### config.mk
export PLATFORM = sky130hd
export DESIGN_NAME = dacu_sync_update
export DESIGN_NICKNAME = d
export VERILOG_FILES = /design/src/rtl/dacu_pkg.sv /design/src/rtl/dacu_host_decode.sv /design/src/rtl/dacu_stage.sv /design/src/rtl/dacu_out_latch.sv /design/src/rtl/dacu_sync_update.sv
export SDC_FILE = /design/constraint.sdc
export NUM_CORES = 1
export LEC_CHECK = 0
export ABC_AREA = 1
export BUFFER_PORTS_ARGS = -buffer_cell sky130_fd_sc_hd__clkbuf_2
export CAP_MARGIN = 40
export CORE_MARGIN = 8
export CORE_UTILIZATION = 45
export CTS_BUF_LIST = sky130_fd_sc_hd__clkbuf_4
export DETAILED_ROUTE_END_ITERATION = 10
export PLACE_DENSITY = 0.65
export SLEW_MARGIN = 20
export SYNTH_ARGS = -nofsm -noshare
export SYNTH_HDL_FRONTEND = slang
export SYNTH_SLANG_ARGS = --single-unit
### constraint.sdc
create_clock -name clk -period 1.8 [get_ports clk]
set_clock_uncertainty 0.2 [all_clocks]
set_input_delay 0.45 -clock clk [delete_from_list [all_inputs] [get_ports clk]]
set_output_delay 0.45 -clock clk [all_outputs]
set_load 0.02 [all_outputs]
### src/rtl/dacu_pkg.sv
package dacu_pkg;

    // Register offsets; the commit window is CH_BASE .. CH_BASE+channels-1
    localparam int OFS_LO  = 0;
    localparam int OFS_HI  = 1;
    localparam int CH_BASE = 4;

    typedef struct packed {
        logic wr_lo;
        logic wr_hi;
        logic upd;
    } acc_t;

endpackage

### src/rtl/dacu_host_decode.sv
module dacu_host_decode
    import dacu_pkg::*;
#(
    parameter int ADDR_W = 3,
    parameter int NCH    = 4
) (
    input  logic [ADDR_W-1:0] addr_i,
    input  logic              wr_i,
    input  logic              rd_i,
    output acc_t              acc_o
);

    localparam int CH_TOP = CH_BASE + NCH;

    logic in_window;

    always_comb begin
        in_window   = (int'(addr_i) >= CH_BASE) && (int'(addr_i) < CH_TOP);
        acc_o.wr_lo = wr_i && (int'(addr_i) == OFS_LO);
        acc_o.wr_hi = wr_i && (int'(addr_i) == OFS_HI);
        acc_o.upd   = rd_i && in_window;
    end

endmodule

### src/rtl/dacu_stage.sv
module dacu_stage #(
    parameter int NCH    = 4,
    parameter int CODE_W = 12,
    parameter int BYTE_W = 8
) (
    input  logic                         clk,
    input  logic                         rst,
    input  logic                         wr_lo_i,
    input  logic                         wr_hi_i,
    input  logic                         upd_i,
    input  logic [BYTE_W-1:0]            wdata_i,
    output logic [NCH-1:0][CODE_W-1:0]   stage_o,
    output logic [NCH-1:0]               pend_o
);

    localparam int HI_W = CODE_W - BYTE_W;
    localparam int CH_W = $clog2(NCH);
    localparam logic [CODE_W-1:0] MID = CODE_W'(1) << (CODE_W - 1);

    typedef struct packed {
        logic [BYTE_W-1:0]          lo;
        logic [NCH-1:0][CODE_W-1:0] stage;
        logic [NCH-1:0]             pend;
    } st_t;

    st_t             s_d, s_q;
    logic [CH_W-1:0] ch;
    logic            unused_mid_bits;

    assign ch              = wdata_i[BYTE_W-1 -: CH_W];
    assign unused_mid_bits = ^wdata_i[BYTE_W-CH_W-1:HI_W];

    always_comb begin
        s_d = s_q;
        if (wr_lo_i) begin
            s_d.lo = wdata_i;
        end
        if (upd_i) begin
            s_d.pend = '0;
        end
        if (wr_hi_i) begin
            s_d.stage[ch] = {wdata_i[HI_W-1:0], s_q.lo};
            s_d.pend[ch]  = 1'b1;
        end
    end

    always_ff @(posedge clk) begin
        if (rst) begin
            s_q.lo    <= '0;
            s_q.stage <= {NCH{MID}};
            s_q.pend  <= '0;
        end else begin
            s_q <= s_d;
        end
    end

    assign stage_o = s_q.stage;
    assign pend_o  = s_q.pend;

    // a completed high byte leaves its channel pending
    a_r3_hi_marks_pending: assert property (@(posedge clk) disable iff (rst)
        wr_hi_i |=> pend_o[$past(ch)]);

    // an update with no simultaneous staging leaves nothing pending
    a_r7_update_clears: assert property (@(posedge clk) disable iff (rst)
        (upd_i && !wr_hi_i) |=> (pend_o == '0));

    // the held low byte changes only on a low-byte write
    a_r2_low_byte_held: assert property (@(posedge clk) disable iff (rst)
        !wr_lo_i |=> $stable(s_q.lo));

    // pending marks are clear right after reset
    a_r1_reset_no_pending: assert property (@(posedge clk)
        $past(rst) |-> (pend_o == '0));

endmodule

### src/rtl/dacu_out_latch.sv
module dacu_out_latch #(
    parameter int NCH    = 4,
    parameter int CODE_W = 12
) (
    input  logic                       clk,
    input  logic                       rst,
    input  logic                       upd_i,
    input  logic [NCH-1:0]             pend_i,
    input  logic [NCH-1:0][CODE_W-1:0] stage_i,
    output logic [NCH-1:0][CODE_W-1:0] code_o,
    output logic                       load_o
);

    localparam logic [CODE_W-1:0] MID = CODE_W'(1) << (CODE_W - 1);

    typedef struct packed {
        logic [NCH-1:0][CODE_W-1:0] code;
        logic                       load;
    } ol_t;

    ol_t o_d, o_q;

    always_comb begin
        o_d      = o_q;
        o_d.load = upd_i;
        for (int c = 0; c < NCH; c++) begin
            if (upd_i && pend_i[c]) begin
                o_d.code[c] = stage_i[c];
            end
        end
    end

    always_ff @(posedge clk) begin
        if (rst) begin
            o_q.code <= {NCH{MID}};
            o_q.load <= 1'b0;
        end else begin
            o_q <= o_d;
        end
    end

    assign code_o = o_q.code;
    assign load_o = o_q.load;

    // the strobe is raised only in the cycle after an update read
    a_r8_load_only_after_update: assert property (@(posedge clk) disable iff (rst)
        load_o |-> $past(upd_i));

    // every update read produces the strobe
    a_r8_update_gives_load: assert property (@(posedge clk) disable iff (rst)
        upd_i |=> load_o);

    // midscale on every channel right after reset
    a_r1_reset_midscale: assert property (@(posedge clk)
        $past(rst) |-> (code_o == {NCH{MID}}));

    for (genvar g = 0; g < NCH; g++) begin : g_chk
        // no update or not pending -> the channel holds
        a_r6_channel_holds: assert property (@(posedge clk) disable iff (rst)
            (!upd_i || !pend_i[g]) |=> $stable(code_o[g]));

        // a pending channel takes its staged code on the update
        a_r5_channel_loads: assert property (@(posedge clk) disable iff (rst)
            (upd_i && pend_i[g]) |=> (code_o[g] == $past(stage_i[g])));
    end

endmodule

### src/rtl/dacu_sync_update.sv
module dacu_sync_update
    import dacu_pkg::*;
#(
    parameter int NCH    = 4,
    parameter int CODE_W = 12,
    parameter int BYTE_W = 8,
    parameter int ADDR_W = 3
) (
    input  logic                    clk,
    input  logic                    rst,
    input  logic [ADDR_W-1:0]       host_addr,
    input  logic [BYTE_W-1:0]       host_wdata,
    input  logic                    host_wr,
    input  logic                    host_rd,
    output logic [NCH*CODE_W-1:0]   dac_codes,
    output logic                    dac_load
);

    acc_t                       acc;
    logic [NCH-1:0][CODE_W-1:0] stage;
    logic [NCH-1:0]             pend;
    logic [NCH-1:0][CODE_W-1:0] code;

    dacu_host_decode #(.ADDR_W(ADDR_W), .NCH(NCH)) i_decode (
        .addr_i (host_addr),
        .wr_i   (host_wr),
        .rd_i   (host_rd),
        .acc_o  (acc)
    );

    dacu_stage #(.NCH(NCH), .CODE_W(CODE_W), .BYTE_W(BYTE_W)) i_stage (
        .clk     (clk),
        .rst     (rst),
        .wr_lo_i (acc.wr_lo),
        .wr_hi_i (acc.wr_hi),
        .upd_i   (acc.upd),
        .wdata_i (host_wdata),
        .stage_o (stage),
        .pend_o  (pend)
    );

    dacu_out_latch #(.NCH(NCH), .CODE_W(CODE_W)) i_latch (
        .clk     (clk),
        .rst     (rst),
        .upd_i   (acc.upd),
        .pend_i  (pend),
        .stage_i (stage),
        .code_o  (code),
        .load_o  (dac_load)
    );

    assign dac_codes = code;

    // a write with no read never moves the outputs
    a_r4_write_no_output_change: assert property (@(posedge clk) disable iff (rst)
        (host_wr && !host_rd) |=> ($stable(dac_codes) && !dac_load));

endmodule

# After elaboration in Yosys (flattened, before gate mapping)

Cells that the tools add are included.

Bits in registers: 109
Bits of input ports: 15
Output and inout port bits: 49
Logic and storage cells: 32

Magnitude comparators: 3
Equal/unequal tests: 1
Multiplexer cells: 7
Bitwise logic cells: 1
Reductions and logical operators: 9

Operators with widths:

| cell               | count |
|---|---|
| $bwmux 48          | 1 |
| $demux 12 s2       | 1 |
| $mux 12            | 1 |
| $logic_and 1x1->1  | 8 |
| $mux 4             | 2 |
| $or 4x4->4         | 1 |
| $eq 3x2->1 const B | 1 |
| $ge 3x3->1 const B | 1 |
| $logic_not 3->1    | 1 |
| $lt 2x3->1 const B | 1 |
| $demux 1 s2        | 1 |
| $ge 2x1->1 const B | 1 |
| $mux 1             | 1 |

# Logic depth before layout (Yosys ltp)

Gate-level depths: netlist of the first run.

Depth after elaboration: 6
Gate-level depth with buffers: 8
Mapped depth without buffers: 7

# Cells and area by module

From an unflattened synthesis of the first run, not the netlist that was laid out.

Cells, all modules: 708
Area, all modules: 4,842.1 sq um

Modules (own cells, without submodules):

| module           | times used | cells an instance | area each (sq um) | seq. area each (sq um) |
|---|---|---|---|---|
| dacu_stage       | 1          | 396               | 2,747.6           | 1,201.2 |
| dacu_out_latch   | 1          | 302               | 2,057.0           | 980.9 |
| dacu_host_decode | 1          | 10                | 37.5              | 0.0 |

# Least setup slack after synthesis of the first run

No wires, ideal clock.

Path type: input-to-reg
From: input host_addr[1]
To: register i_stage.s_q[52] (netlist bit)
Arrival: 1.137 ns
Required time: 1.468 ns
Slack: 0.330 ns
Stages on the path: 4
Buffers on the path: 0
Cell sequence: nor2_1 nand2_1 nand2_1 a21oi_1

Cells in the longest elaborated chain, start to end: 2

RTL lines:

| item              | RTL line               | RTL |
|---|---|---|
| start, declared   | dacu_sync_update.sv:11 | `input logic [ADDR_W-1:0] host_addr,` |
| $logic_not 3->1   | dacu_host_decode.sv:19 | `acc_o.wr_lo = wr_i && (int'(addr_i) == OFS_LO);` |
| $logic_and 1x1->1 | dacu_host_decode.sv:19 |  |
| end, declared     | dacu_stage.sv:26       | `st_t s_d, s_q;` |

Every way passes these cells.
A chain may end at the register's enable or synchronous reset.

# Final worst setup path of the first run

From: register, netlist name i_latch.code_o[47]
To: output dac_codes[47]

RTL lines:

| item          | RTL line               | RTL |
|---|---|---|
| end, declared | dacu_sync_update.sv:15 | `output logic [NCH*CODE_W-1:0] dac_codes,` |

No word-level cell between the ends.

==> results.toml, run 1 <==
[finish]
fin_util_pct = 51.6
multi_input_area_mm2 = 0.00166
layout-drive-gt1-share_pct = 18.3
fillers = 995
diodes = 0
fin_area_mm2 = 0.00502
layoutNonFillerInstCount = 798
layout.nets = 675
syn_to_final_growth_pct = 12.0
seqCellArea_mm2 = 0.00218

[floorplan]
dieArea_mm2 = 0.0134
initial_core_util_pct = 46.0
die_w_um = 116
core_area_mm2 = 0.00973
io_pins = 64
die_h_um = 116
rows = 36

[placed_design]
post-place-ws_ps = 32.1
dp.cells = 782
place.detailed.hpwl_mm = 7.10
place_congestion = 0.809
portBuffers = 63
place_area_mm2 = 0.00490

[timing]
fmax_ghz = 0.592
tns_ps = 0
finalHoldViolations = 0
worst_pin_slew_ps = 379
drv_slew = 0
fin_crit_sh_pct = 93.8
maxSlewHeadroom_pct = 74.6
whs_ps = 42.5
rsz0062_at_grt = "false"
period_needed_ps = 1690
setup_viol_count_final = 0
fin_ws_ps = 112

[synth]
synth_cell_types = 22
synth_xor_area_share_pct = 0
synth_most_common_cell = "nand2_1"
synth_top_area_share_pct = 48.7
synth_top_flop_cell = "dfxtp_1"
synthMuxAreaShare_pct = 0
ys_seq_area_share_pct = 48.7
synth-adder-area-share_pct = 0
synth_top_family_by_area = "simple AND/OR/NAND/NOR gates"
syn_area_mm2 = 0.00448
syn-num-nets = 621
ys_top_cells_by_count = "nand2_1, inv_1, dfxtp_1"
synthTopCellsByArea = "dfxtp_1, nand2_1, inv_1"
yosys.area_share.simple_pct = 25.3
ys_ff_latch = 109
synth_cells = 606
synth_largest_area_cell = "dfxtp_1"
synthArstFlopShare_pct = 0
avgSynthCellArea_um2 = 7.39
synth_edf_count = 0
yosysWarnings = 0
synth-compound-area-share_pct = 11.7

[critical_path]
path_cells = "clkbuf_2"
cp_max_fo = 2
end_kind = "output pin"
crit_arrival_ps = 1040
path_class = "reg2out"
rr_startpoint = "i_stage.pend_o[3]$_SDFF_PP0_"
crit_end = "dac_codes[47]"
slowest_delay_ps = 400
path_buf_inv = 1
cp-start-kind = "flop"
timing.reg2reg.setup_slack_ps = 480
reg2reg_depth = 4
crit_path_top_delay_cell = "dfxtp_1"
crit_start = "i_latch.code_o[47]$_SDFFE_PP1P_"
path_delay_family = "flip-flops"
critical_path_required_ps = 1150
path_depth = 1
rr_endpoint = "i_latch.code_o[36]$_SDFFE_PP0P_"

[global_route]
grt_use_total_pct = 15.7
grt-ovfl-total = 0
grt_max_degree = 55
grt_pass1_wl_mm = 16.6
grt_pass1_vias = 3581
antenna_found_initial = 0

[cts]
cts-root-buf = "clkbuf_4"
cts_max_path_buffers = 2
cts_tree = "yes"
clkSlewWorstSetupHoldPaths_ps = 150
cts_max_level = 3
cts_made_buffers = 9
cts_sinks = 109
ctsHoldBuffers = 0
ctsResizeCount = 0
clock_latency_ps = 450
post-cts-setup-buffers = 0

[routing]
drc = 0
routed_wl_mm = 10.2
dr.pass1.iters = 4
vias = 3727
wl_per_cell_um = 12.7
ant_nets = 0
via_per_inst = 4.67
drt_iter0_markers = 244

[power_and_ir_drop]
power.density_mw_per_mm2 = 752
peakVddDrop_uv = 399
power.total_mw = 3.77
p_leak_nw = 2.28

[status]
status = "finished clean"

[job]
cap_violations = 0

[worst_hold_path]
worstHoldPathType = "in2reg"
[registers in the layout (all words and copies together), names as in the netlist]
| register | cells |
|---|---|
| i_latch.code_o | 48 |
| i_latch.load_o | 1 |
| i_stage.pend_o | 4 |
| i_stage.s_q | 8 |
| i_stage.stage_o | 48 |
[area by class of cell]
class	instances	area share [%]
inverter	111	8.31
sequential	109	43.5
clock inverter	6	0.798
tap	133	3.32
multi-input combinational	351	33.1
clock buffer	10	1.50
timing repair buffer	78	9.53
[worst min path at each step]
| stage | start | end | cells past startpoint |
|---|---|---|---|
| 2_1_floorplan | i_stage.stage_o[12]$_SDFFE_PP0P_ | i_latch.code_o[12]$_SDFFE_PP0P_ | 2 |
| 3_3_place_gp | i_stage.stage_o[47]$_SDFFE_PP1P_ | i_stage.stage_o[47]$_SDFFE_PP1P_ | 2 |
| 3_5_place_dp | i_stage.stage_o[19]$_SDFFE_PP0P_ | i_latch.code_o[19]$_SDFFE_PP0P_ | 2 |
| 4_1_cts | host_wdata[5] | i_stage.s_q[57]$_SDFFE_PP0P_ | 3 |
| 5_1_grt | host_wdata[4] | i_stage.s_q[56]$_SDFFE_PP0P_ | 3 |
| 6_report | host_wdata[5] | i_stage.s_q[57]$_SDFFE_PP0P_ | 3 |
[placed cells by master (no fill, tap or decap), types with 10 or more instances in the layout]
| master | synthesis | final |
|---|---|---|
| a21oi_1 | 40 | 40 |
| a21oi_2 | 16 | 16 |
| buf_4 | 5 | 11 |
| clkbuf_2 | 1 | 63 |
| clkbuf_4 | 0 | 10 |
| dfxtp_1 | 109 | 109 |
| inv_1 | 110 | 109 |
| nand2_1 | 135 | 135 |
| nand3_1 | 66 | 66 |
| nor2_1 | 48 | 47 |
| o21ai_0 | 18 | 18 |
| o21ai_1 | 17 | 17 |
[power breakdown]
part | total (mW) | internal (mW) | switching (mW) | leakage (nW)
Sequential | 2.45 | 2.44 | 0.00842 | 0.880
Combinational | 0.254 | 0.0808 | 0.174 | 1.34
Clock | 1.07 | 0.296 | 0.774 | 0.0577
Total | 3.77 | 2.81 | 0.956 | 2.28
[kinds of logic (layout without fill, tap and decap cells)]
logic type,after synthesis,after routing
DFF,109,109
AOI/OAI and AO/OA,92,92
buffers and inverters,146,205
and+or+nand+nor,259,259
[per-layer routing]
layer | track usage [%] | routed length, um | up-vias | part of all wire (%)
li1 | - | - | 1965 | -
met1 | 19.1 | 4750 | 1684 | 47
met2 | 25.5 | 4640 | 61 | 46
met3 | 4.64 | 517 | 17 | 5.1
met4 | 6.31 | 247 | 0 | 2.4
met5 | 0 | 0 | - | 0
No activity file was read; power rests on OpenSTA's default activity.
==> run 2, diff against run 1 <==
--- a/config.mk
+++ b/config.mk
@@ -5,14 +5,13 @@
 export SDC_FILE = /design/constraint.sdc
 export NUM_CORES = 1
 export LEC_CHECK = 0
-export ABC_AREA = 1
 export BUFFER_PORTS_ARGS = -buffer_cell sky130_fd_sc_hd__clkbuf_2
 export CAP_MARGIN = 40
 export CORE_MARGIN = 8
 export CORE_UTILIZATION = 45
 export CTS_BUF_LIST = sky130_fd_sc_hd__clkbuf_4
 export DETAILED_ROUTE_END_ITERATION = 10
-export PLACE_DENSITY = 0.65
+export PLACE_DENSITY = 0.66
 export SLEW_MARGIN = 20
 export SYNTH_ARGS = -nofsm -noshare
 export SYNTH_HDL_FRONTEND = slang
==> results.toml, run 2 <==
[cts]
cts_sinks = 109
clkSlewWorstSetupHoldPaths_ps = 160
clock_latency_ps = 430
ctsHoldBuffers = 0
cts_max_level = 3
cts-root-buf = "clkbuf_4"
cts_max_path_buffers = 2
ctsResizeCount = 0
cts_made_buffers = 9
cts_tree = "yes"
post-cts-setup-buffers = 0

[critical_path]
path_class = "reg2out"
path_depth = 1
crit_arrival_ps = 980
critical_path_required_ps = 1150
crit_path_top_delay_cell = "dfxtp_1"
timing.reg2reg.setup_slack_ps = 530
rr_endpoint = "i_latch.code_o[27]$_SDFFE_PP0P_"
crit_start = "i_latch.code_o[46]$_SDFFE_PP0P_"
slowest_delay_ps = 370
path_buf_inv = 1
cp-start-kind = "flop"
end_kind = "output pin"
crit_end = "dac_codes[46]"
cp_max_fo = 2
rr_startpoint = "i_stage.pend_o[2]$_SDFF_PP0_"
reg2reg_depth = 3
path_cells = "clkbuf_2"
path_delay_family = "flip-flops"

[placed_design]
place_congestion = 0.788
portBuffers = 63
place.detailed.hpwl_mm = 6.40

[routing]
dr.pass1.iters = 4
via_per_inst = 4.92
ant_nets = 0
wl_per_cell_um = 14.5
drc = 0
vias = 3047
routed_wl_mm = 8.95
drt_iter0_markers = 142

[power_and_ir_drop]
switchingPower_uw = 860
peakVddDrop_uv = 387
power.density_mw_per_mm2 = 771
comb_power_share_pct = 4.2
p_seq_share_pct = 66.6
swShare_pct = 23.6
p_leak_nw = 1.99
p_clk_share_pct = 29.1
internal_power_mw = 2.78

[synth]
avgSynthCellArea_um2 = 9.18
synth_largest_area_cell = "dfxtp_1"
ys_top_cells_by_count = "nand2_1, dfxtp_1, a21oi_1"
yosysWarnings = 0
syn_area_mm2 = 0.00405
synth_cells = 441
synth_cell_types = 19
synth_top_flop_cell = "dfxtp_1"
synthTopCellsByArea = "dfxtp_1, mux2i_1, nand2_1"
ys_ff_latch = 109
synth_edf_count = 0
ys_seq_area_share_pct = 53.9
synthArstFlopShare_pct = 0
synth_most_common_cell = "nand2_1"
syn-num-nets = 456
synth_top_area_share_pct = 53.9

[finish]
fillers = 839
layout-drive-gt1-share_pct = 20.0
diodes = 0
layout_commonest_cell = "nand2_1"
layout.nets = 522
layout_common_cells = "nand2_1, dfxtp_1, clkbuf_2"
syn_to_final_growth_pct = 16.6

[timing]
rsz0062_at_grt = "false"
drv_slew = 0
fmax_ghz = 0.613
fin_crit_sh_pct = 90.6
whs_ps = 44.8
finalHoldViolations = 0
worst_pin_slew_ps = 469
period_needed_ps = 1630
setup_viol_count_final = 0
maxSlewHeadroom_pct = 68.8
tns_ps = 0

[floorplan]
dieArea_mm2 = 0.0123
rows = 34
io_pins = 64
die_w_um = 111
die_h_um = 111
core_area_mm2 = 0.00872
initial_core_util_pct = 46.4

[global_route]
antenna_found_initial = 0
grt_use_total_pct = 14.7
grt_max_degree = 51
grt_pass1_wl_mm = 14.9
grt-ovfl-total = 0
grt_pass1_vias = 3108

[worst_hold_path]
worstHoldPathType = "in2reg"

[job]
cap_violations = 0

[status]
status = "finished clean"
-- run 2: area by class of cell --
cell class              instances  area, um2  share of cell area (%)
clock buffers                  10       75.1                    1.59
clock inverters                 5       38.8                   0.821
multi-input cells             304       1730                    36.6
flip-flops and latches        109       2180                    46.2
well taps                     108        135                    2.86
repair buffers                 83        566                    12.0
-- run 2: power groups by stage --
stage | Clock [mW] | Combinational (mW) | Sequential (mW)
finish | 1.06 | 0.154 | 2.43
global route | 1.19 | 0.167 | 2.43
CTS | 1.10 | 0.154 | 2.43
detailed placement | 0 | 0.153 | 2.48
global placement | 0 | 0.153 | 2.48
floorplan | 0 | 0.0876 | 2.48
-- run 2: how the worst min path moves through the flow --
stage / startpoint / end / slack (ps) / cells after the start
2_1_floorplan: i_stage.stage_o[0]$_SDFFE_PP0P_ / i_latch.code_o[0]$_SDFFE_PP0P_ / 230 / 2
3_3_place_gp: i_stage.s_q[56]$_SDFFE_PP0P_ / i_stage.s_q[56]$_SDFFE_PP0P_ / 240 / 2
3_5_place_dp: i_stage.stage_o[17]$_SDFFE_PP0P_ / i_latch.code_o[17]$_SDFFE_PP0P_ / 240 / 2
4_1_cts: host_wdata[3] / i_stage.s_q[55]$_SDFFE_PP0P_ / 20 / 3
5_1_grt: host_wdata[4] / i_stage.s_q[56]$_SDFFE_PP0P_ / 30 / 3
6_report: host_wdata[3] / i_stage.s_q[55]$_SDFFE_PP0P_ / 40 / 3
-- run 2: metrics by stage --
stage / util [%] / power (mW) / instances / setup WS [ps] / instance area, um2
6_report: 54.2 / 3.64 / 619 / 169 / 4720
5_1_grt: 54.2 / 3.79 / 619 / 82.4 / 4720
4_1_cts: 54.2 / 3.68 / 619 / 120 / 4720
3_5_place_dp: 52.9 / 2.63 / 604 / 24.0 / 4610
3_3_place_gp: 52.9 / 2.63 / 604 / 57.5 / 4610
2_1_floorplan: - / 2.57 / 441 / 197 / 4050
-- run 2: cells by family after synthesis --
| family | synth area share (%) |
|---|---|
| AOI/OAI and AO/OA | 6.92 |
| DFF | 53.9 |
| and+or+nand+nor | 23.8 |
| muxes | 11.9 |
| buffers and inverters | 3.49 |
-- run 2: metal layers --
layer | track usage, % | vias to the layer above | part of all wire (%)
met5 | 0 | - | 0
met1 | 18.1 | 1400 | 49
met3 | 3.35 | 13 | 4.6
met4 | 6.76 | 0 | 2.0
li1 | - | 1575 | -
met2 | 23.6 | 59 | 45
